`config.mk`:
```
export PLATFORM = sky130hd
export DESIGN_NAME = dmacfg_bank
export DESIGN_NICKNAME = d
export VERILOG_FILES = /design/src/rtl/dmacfg_pkg.sv /design/src/rtl/dmacfg_attr_vec.sv /design/src/rtl/dmacfg_base_reg.sv /design/src/rtl/dmacfg_sticky.sv /design/src/rtl/dmacfg_bank.sv
export SDC_FILE = /design/constraint.sdc
export NUM_CORES = 1
export LEC_CHECK = 0
export CAP_MARGIN = 20
export CORE_ASPECT_RATIO = 1.1
export CORE_MARGIN = 2
export CORE_UTILIZATION = 45
export CTS_CLUSTER_SIZE = 16
export DETAILED_ROUTE_END_ITERATION = 8
export GPL_ROUTABILITY_DRIVEN = 0
export PLACE_DENSITY_LB_ADDON = 0.15
export SLEW_MARGIN = 20
export SYNTH_ARGS = -nofsm -noshare
export SYNTH_HDL_FRONTEND = slang
export SYNTH_SLANG_ARGS = --single-unit
export TNS_END_PERCENT = 10
```
`constraint.sdc`:
```
create_clock -name clk -period 2.3 [get_ports clk]
set_clock_uncertainty 0.2 [all_clocks]
set_input_delay 0.46 -clock clk [delete_from_list [all_inputs] [get_ports clk]]
set_output_delay 0.46 -clock clk [all_outputs]
set_load 0.02 [all_outputs]
```
`src/rtl/dmacfg_pkg.sv`:
```
package dmacfg_pkg;
  localparam int NATTR = 5;
  // attribute index; pair i sits at set address PAIR_BASE + 2*i
  localparam int AT_ENA   = 0;
  localparam int AT_BURST = 1;
  localparam int AT_ALT   = 2;
  localparam int AT_PRIO  = 3;
  localparam int AT_MASK  = 4;

  localparam int ADR_CFG   = 0;
  localparam int ADR_ERR   = 1;
  localparam int ADR_BASE  = 2;
  localparam int ADR_ALT   = 3;
  localparam int ADR_SWREQ = 4;
  localparam int PAIR_BASE = 8;

  function automatic int set_adr(input int idx);
    return PAIR_BASE + 2 * idx;
  endfunction

  function automatic int clr_adr(input int idx);
    return PAIR_BASE + 2 * idx + 1;
  endfunction
endpackage

```
`src/rtl/dmacfg_attr_vec.sv`:
```
module dmacfg_attr_vec #(
  parameter int NCH = 8
) (
  input  logic           clk,
  input  logic           rst_n,
  input  logic           set_we,
  input  logic           clr_we,
  input  logic [NCH-1:0] mask,
  output logic [NCH-1:0] vec
);
  always_ff @(posedge clk) begin
    if (!rst_n)      vec <= '0;
    else if (set_we) vec <= vec | mask;
    else if (clr_we) vec <= vec & ~mask;
  end
endmodule

```
`src/rtl/dmacfg_base_reg.sv`:
```
module dmacfg_base_reg #(
  parameter int          DW      = 32,
  parameter int          ALIGN   = 10,
  parameter logic [31:0] MIN_ADR = 32'h2000_0000,
  parameter logic [31:0] ALT_OFS = 32'h0000_0200
) (
  input  logic          clk,
  input  logic          rst_n,
  input  logic          we,
  input  logic [DW-1:0] wdata,
  output logic [DW-1:0] base,
  output logic [DW-1:0] alt
);
  localparam logic [DW-1:0] MIN_W = DW'(MIN_ADR);
  localparam logic [DW-1:0] OFS_W = DW'(ALT_OFS);

  logic legal;
  assign legal = (wdata[ALIGN-1:0] == '0) && (wdata >= MIN_W);

  always_ff @(posedge clk) begin
    if (!rst_n)          base <= '0;
    else if (we && legal) base <= wdata;
  end

  assign alt = base + OFS_W;
endmodule

```
`src/rtl/dmacfg_sticky.sv`:
```
module dmacfg_sticky (
  input  logic clk,
  input  logic rst_n,
  input  logic set_in,
  input  logic clr_in,
  output logic flag
);
  // a new event outranks a clear in the same cycle
  always_ff @(posedge clk) begin
    if (!rst_n)      flag <= 1'b0;
    else if (set_in) flag <= 1'b1;
    else if (clr_in) flag <= 1'b0;
  end
endmodule

```
`src/rtl/dmacfg_bank.sv`:
```
module dmacfg_bank
  import dmacfg_pkg::*;
#(
  parameter int          NCH     = 8,
  parameter int          ADDR_W  = 5,
  parameter int          DW      = 32,
  parameter int          ALIGN   = 10,
  parameter logic [31:0] MIN_ADR = 32'h2000_0000,
  parameter logic [31:0] ALT_OFS = 32'h0000_0200
) (
  input  logic              clk,
  input  logic              rst_n,
  input  logic              bus_wr,
  input  logic              bus_rd,
  input  logic [ADDR_W-1:0] bus_addr,
  input  logic [DW-1:0]     bus_wdata,
  output logic              rsp_valid,
  output logic [DW-1:0]     rsp_rdata,
  input  logic              err_event,
  output logic              err_flag,
  output logic              master_on,
  output logic [NCH-1:0]    chan_en,
  output logic [NCH-1:0]    burst_only,
  output logic [NCH-1:0]    alt_sel,
  output logic [NCH-1:0]    hi_prio,
  output logic [NCH-1:0]    req_mask,
  output logic [NCH-1:0]    sw_req,
  output logic [DW-1:0]     table_base,
  output logic [DW-1:0]     alt_base
);
  logic [NATTR-1:0][NCH-1:0] attr_q;

  function automatic logic hit(input logic [ADDR_W-1:0] a, input int target);
    return a == ADDR_W'(target);
  endfunction

  // attribute vectors, one per set/clear pair
  for (genvar g = 0; g < NATTR; g++) begin : g_attr
    logic set_we, clr_we;
    assign set_we = bus_wr && hit(bus_addr, set_adr(g));
    assign clr_we = bus_wr && hit(bus_addr, clr_adr(g));
    dmacfg_attr_vec #(.NCH(NCH)) u_vec (
      .clk   (clk),
      .rst_n (rst_n),
      .set_we(set_we),
      .clr_we(clr_we),
      .mask  (bus_wdata[NCH-1:0]),
      .vec   (attr_q[g])
    );
  end

  assign chan_en    = attr_q[AT_ENA];
  assign burst_only = attr_q[AT_BURST];
  assign alt_sel    = attr_q[AT_ALT];
  assign hi_prio    = attr_q[AT_PRIO];
  assign req_mask   = attr_q[AT_MASK];

  // base pointer and derived alternate pointer
  dmacfg_base_reg #(
    .DW(DW), .ALIGN(ALIGN), .MIN_ADR(MIN_ADR), .ALT_OFS(ALT_OFS)
  ) u_base (
    .clk  (clk),
    .rst_n(rst_n),
    .we   (bus_wr && hit(bus_addr, ADR_BASE)),
    .wdata(bus_wdata),
    .base (table_base),
    .alt  (alt_base)
  );

  // sticky bus-error flag
  dmacfg_sticky u_err (
    .clk   (clk),
    .rst_n (rst_n),
    .set_in(err_event),
    .clr_in(bus_wr && hit(bus_addr, ADR_ERR)),
    .flag  (err_flag)
  );

  // global on/off and one-shot requests
  always_ff @(posedge clk) begin
    if (!rst_n) begin
      master_on <= 1'b0;
      sw_req    <= '0;
    end else begin
      if (bus_wr && hit(bus_addr, ADR_CFG)) master_on <= bus_wdata[0];
      sw_req <= (bus_wr && hit(bus_addr, ADR_SWREQ)) ? bus_wdata[NCH-1:0] : '0;
    end
  end

  // read multiplexer
  logic [DW-1:0] rd_d;
  always_comb begin
    rd_d = '0;
    if (hit(bus_addr, ADR_CFG))       rd_d[0] = master_on;
    else if (hit(bus_addr, ADR_ERR))  rd_d[0] = err_flag;
    else if (hit(bus_addr, ADR_BASE)) rd_d = table_base;
    else if (hit(bus_addr, ADR_ALT))  rd_d = alt_base;
    for (int i = 0; i < NATTR; i++) begin
      if (hit(bus_addr, set_adr(i))) rd_d[NCH-1:0] = attr_q[i];
    end
  end

  always_ff @(posedge clk) begin
    if (!rst_n) begin
      rsp_valid <= 1'b0;
      rsp_rdata <= '0;
    end else begin
      rsp_valid <= bus_rd;
      if (bus_rd) rsp_rdata <= rd_d;
    end
  end
endmodule

```
==> Word level (Yosys, flattened, before mapping) <==
Cells that the tools add are included.
Widths: inputs -> output; s select.
{ "totals": {"reg_bits": 115, "output_inout_bits": 147, "word_cells": 86} }
{ "op_classes": {"add_sub_neg": 1, "magnitude_cmp": 1, "n_eq_ne": 14, "mux": 23, "bitwise_logic": 11, "reduce_logical": 25} }
{ "ops": {"columns": ["operator", "n"], "rows": [
  ["$mux 8", 15],
  ["$mux 32", 2],
  ["$mux 31", 2],
  ["$and 8x8->8", 5],
  ["$eq 5x4->1 const B", 8],
  ["$or 8x8->8", 5],
  ["$add 32x10->32 const B", 1],
  ["$ge 32x30->1 const B", 1],
  ["$logic_and 1x1->1", 16],
  ["$reduce_bool 2->1", 6],
  ["$eq 5x2->1 const B", 2],
  ["$eq 5x5->1 const B", 2],
  ["$logic_not 10->1", 1],
  ["$not 8->8", 1],
  ["$eq 5x1->1 const B", 1],
  ["$eq 5x3->1 const B", 1],
  ["$logic_not 5->1", 1],
  ["$mux 1", 4],
  ["$reduce_and 2->1", 1]
]} }

==> Logic depth before layout (Yosys ltp) <==
{ "depth": {"word_depth": 10, "mapped_depth": 8} }

==> Modules after synthesis <==
A second synthesis with hierarchy kept.
{ "unflattened": {"cells_unflattened": 660, "area_unflattened_um2": 5893.2} }
{ "modules_own_cells": {"columns": ["module", "n_inst", "cells_each", "area_per_inst_um2"], "rows": [
  ["dmacfg_bank", 1, 296, 2487.4],
  ["dmacfg_base_reg", 1, 191, 1694.1],
  ["dmacfg_attr_vec", 5, 34, 334.1],
  ["dmacfg_sticky", 1, 3, 41.3]
]} }

==> Worst setup path before layout <==
OpenSTA, ideal clock, no wires.
{ "synth_timing": {"path_kind": "flip-flop to output port", "from": "reg u_base.base[9]", "to": "out alt_base[31]", "t_arrival_ns": 1.853, "required_time_ns": 1.640, "slack_ns": -0.213, "stages_incl_launch_ff": 7, "path_buffers": 1, "cell_sequence": "dfxtp_1 > ha_1 > and3_1 > buf_2 > and2_1 > nand4_1 > xnor2_1"} }
{ "synth_via": {"elab_chain_len": 1} }
{ "synth_lines": {"columns": ["item", "line_no", "source"], "rows": [
  ["from (decl)", "dmacfg_base_reg.sv:11", "output logic [DW-1:0] base,"],
  ["from (signal assigned)", "dmacfg_base_reg.sv:22", "else if (we && legal) base <= wdata;"],
  ["$add 32x10->32", "dmacfg_base_reg.sv:25", "assign alt = base + OFS_W;"],
  ["to (decl)", "dmacfg_bank.sv:29", "output logic [DW-1:0] alt_base"]
]} }
Every way passes these cells.

==> Worst setup path after layout <==
{ "layout_timing": {"from": "reg u_base.base[9]", "to": "out alt_base[24]"} }
The elaborated chain is that of the path after synthesis.

==> impl_results.md <==
* Failing checks: setup timing
* Sw frac at 25.4%
* Post-synth net total at 693
* Largest net degree at the start of global routing at 36
* Setup-failing EPs final at 18
* Detailed Route WL at 20,200 um
* Post-Synth Adder-Cell Area at less than 1%
* Nets at 956
* Pwr per Cell Area at 566 nW/um^2
* Cells on Worst Hold Path at 2
* Leading area contributor after synthesis: dfxtp_1
* Most used cell, CP: buf_4
* CORE AREA at 11,600 um^2
* Power share of the clock group at about half
* Cts hold-fix bufs at 0
* Final hold vios at 0
* DR WL/cell at 18.7 um
* Combinational share of power at under 10%
* Syn_area_per_cell at 8.30 um^2
* Synthesis-to-layout area growth at 62.6%
* Combinational family with the most area after synthesis: simple AND/OR/NAND/NOR gates
* Register share of total power at between 40% and 50%
* CP peak stage delay at 380 ps
* Seq cells post-synth at 115
* Synth top area cells: dfxtp_1, nand2_1, a21oi_1
* Detail Route Antenna Nets at 0
* DRT iter0 DRCs at 371
* CTS tree: done
* Grt total ovfl at 0
* Post-Synth Simple-Gate Area at 24.3%
* Die width at 108 um
* Gr usage total at 31.7%
* Cell internal pwr at 3.70 mW
* Share of layout cells above drive strength 1 at a little under a quarter
* Status: finished, violations left
* Worst Hold Class: flop to flop
* CP required at between 1500 and 2000 ps
* Setup_tns at -3410 ps
* Max Cap Viol at 0
* Detailed-route via count at around 6.2k
* Deepest clock path buffer count at 2
* WHS at about 260 ps
* Ant diodes at 0
* Top_reg_cell synth: dfxtp_1
* Drt drc at 0
* Crit. path cell count at 6
* Max Fclk at 375 MHz
* Tmin final at 2660 ps
* EDFF count, synth at 0
* WP buf/inv at 3
* CP Launch Type: flop
* TritonRoute pass-1 iters at 5
* Worst setup margin at -364 ps
* Die Ht at 119 um
* Slew Viols, Final at 0
* Clock slew seen by the registers of the worst setup and hold paths at ~60 ps
* Root Driver: clkbuf_16
* Num Clock Sinks at around 120
* Filler cell count at 848
* Avg Vias per Cell at 5.80
* Mapped Cells at between 600 and 700
* Ports at roughly 190
* LEAKAGE at 3.46 nW
* Initial Util at 46.5%
* Worst R2R Setup Slack at 200 ps
* Sequential share of the synthesized area at between 40% and 50%
* Clk_lat worst skew at 420 ps
* First-pass GRT wire length at 31,700 um
* Worst-path fanout max at 3
* CTS buffer count at 17
* Peak supply drop at 0.349 mV
* Worst-Margin Slew at 570 ps
* Slew HR at 62.0%
* Crit share post-route at 116%
* Synthesized cell area at around 5400 um^2
* HPWL after DPL at 14,700 um
* Cell Chain, Critical Path: buf_4 > nand4_1 > nor4_1 > buf_4 > xor2_2 > buf_4
* RSZ-0062 raised after global routing: true
* Synth warn at 0
* Worst Setup End Kind: primary output
* Row count at 41
* I/O Buffers at 188
* Worst r2r path cells at 8
* Netlist cell types at between 50 and 60
* Synth async-reset ratio at 0%
* Slowest CP cell: nor4_1
* Post-synthesis mux area share at 0.580%
* Via count of the first global-routing pass at 6,291
* CP top delay family: buffers and inverters
* Die ar. at 12,900 um^2
* Compound-gate portion of the synthesized area at 19.7%
* Worst path arrival time at ~2000 ps
* Setup CP Type: flop to primary output
* Yosys top cell area share at 42.7%
* Initial antenna violation count at 0
* Synth Area in XOR/XNOR at 5.36%
* H-tree depth at 4
* Switching power total at 1.26 mW
==> cell type report <==
type | instances | area (um^2) | share of cell area, %
Clock buffer | 17 | 425 | 4.85
Clock inverter | 15 | 149 | 1.70
Inverter | 4 | 15.0 | 0.171
Multi-Input combinational cell | 465 | 2860 | 32.7
Sequential cell | 115 | 2320 | 26.4
Tap cell | 150 | 188 | 2.14
Timing Repair Buffer | 310 | 2810 | 32.0
==> tightest hold or removal path: cells and delay by family (launching register included) <==
family	cells	cell delay (ps)
AOI/OAI and AO/OA	1	60
and+or+nand+nor	1	40
DFF	1	320
==> what timing repair did <==
item	in CTS	in global routing
gates resized for setup	121	31
setup endpoints to repair	23	27
endpoints found under the hold margin	0	0
pin swaps	9	3
setup buffers	2	2
==> cell usage in the layout, fill, tap and decap left out, types with 6 or more instances in the layout <==
master / instances
dfxtp_1: 105
clkdlybuf4s50_1: 164
a21oi_1: 61
and3_1: 13
nor2_1: 38
a22o_1: 8
nand3_1: 32
buf_6: 7
xnor2_1: 11
nand2_1: 111
dfxtp_2: 8
nor2b_1: 6
o221ai_1: 6
buf_4: 130
a311oi_1: 32
nand4_1: 14
nor3_1: 7
and2_1: 11
xor2_1: 9
inv_6: 6
xnor2_2: 8
clkbuf_16: 17
o21ai_0: 26
a22oi_1: 8
==> stage by stage <==
stage / util [%] / area, um^2 / power (mW) / setup WS, ps / std cells
2_1_floorplan: - / 5430 / 2.23 / -16.0 / 650
3_3_place_gp: 69.4 / 8040 / 2.44 / -294 / 1039
3_5_place_dp: 69.4 / 8050 / 2.45 / -352 / 1040
4_1_cts: 75.0 / 8690 / 4.96 / -226 / 1074
5_1_grt: 75.7 / 8770 / 5.11 / -482 / 1076
6_report: 75.7 / 8770 / 4.96 / -364 / 1076
==> kinds of logic after synthesis <==
logic type / after synthesis
adder cells (fa/ha/maj): 1
multiplexers: 3
AND/OR/NAND/NOR: 268
flip-flops: 115
XOR/XNOR: 33
buffers and inverters: 70
AO/OA/AOI/OAI: 160
==> layer usage <==
layer	up-vias	wire length [um]	global-route usage, %
li1	2843	-	-
met1	2976	7110	34.5
met2	367	10700	58.0
met3	58	1650	6.62
met4	0	719	14.5
met5	-	0	0
==> power by group through the flow <==
stage               sequential, mW  combinational [mW]  clock, mW
floorplan                     2.08               0.149          0
global placement              2.07               0.372          0
detailed placement            2.07               0.381          0
CTS                           2.02               0.385       2.55
global route                  2.02               0.414       2.68
finish                        2.02               0.391       2.55
==> synth_stat cells, drive strengths merged (4+ instances only) <==
| master | instances |
|---|---|
| a21oi | 61 |
| a22o | 8 |
| a22oi | 8 |
| a311oi | 32 |
| and2 | 13 |
| and3 | 15 |
| buf | 29 |
| clkbuf | 37 |
| dfxtp | 115 |
| nand2 | 113 |
| nand3 | 33 |
| nand4 | 16 |
| nor2 | 43 |
| nor2b | 6 |
| nor3 | 8 |
| nor4 | 4 |
| o21ai | 27 |
| o221ai | 6 |
| xnor2 | 19 |
| xor2 | 14 |
==> path summary, 6_finish.rpt <==
kind,startpoint,to
setup / recovery,u_base.base[9],alt_base[24]
hold / removal,rsp_rdata[18],rsp_rdata[18]
setup reg to reg,u_base.base[9],rsp_rdata[24]
hold reg to reg,rsp_rdata[18],rsp_rdata[18]
Note: power is estimated with default switching activity, not from simulation.
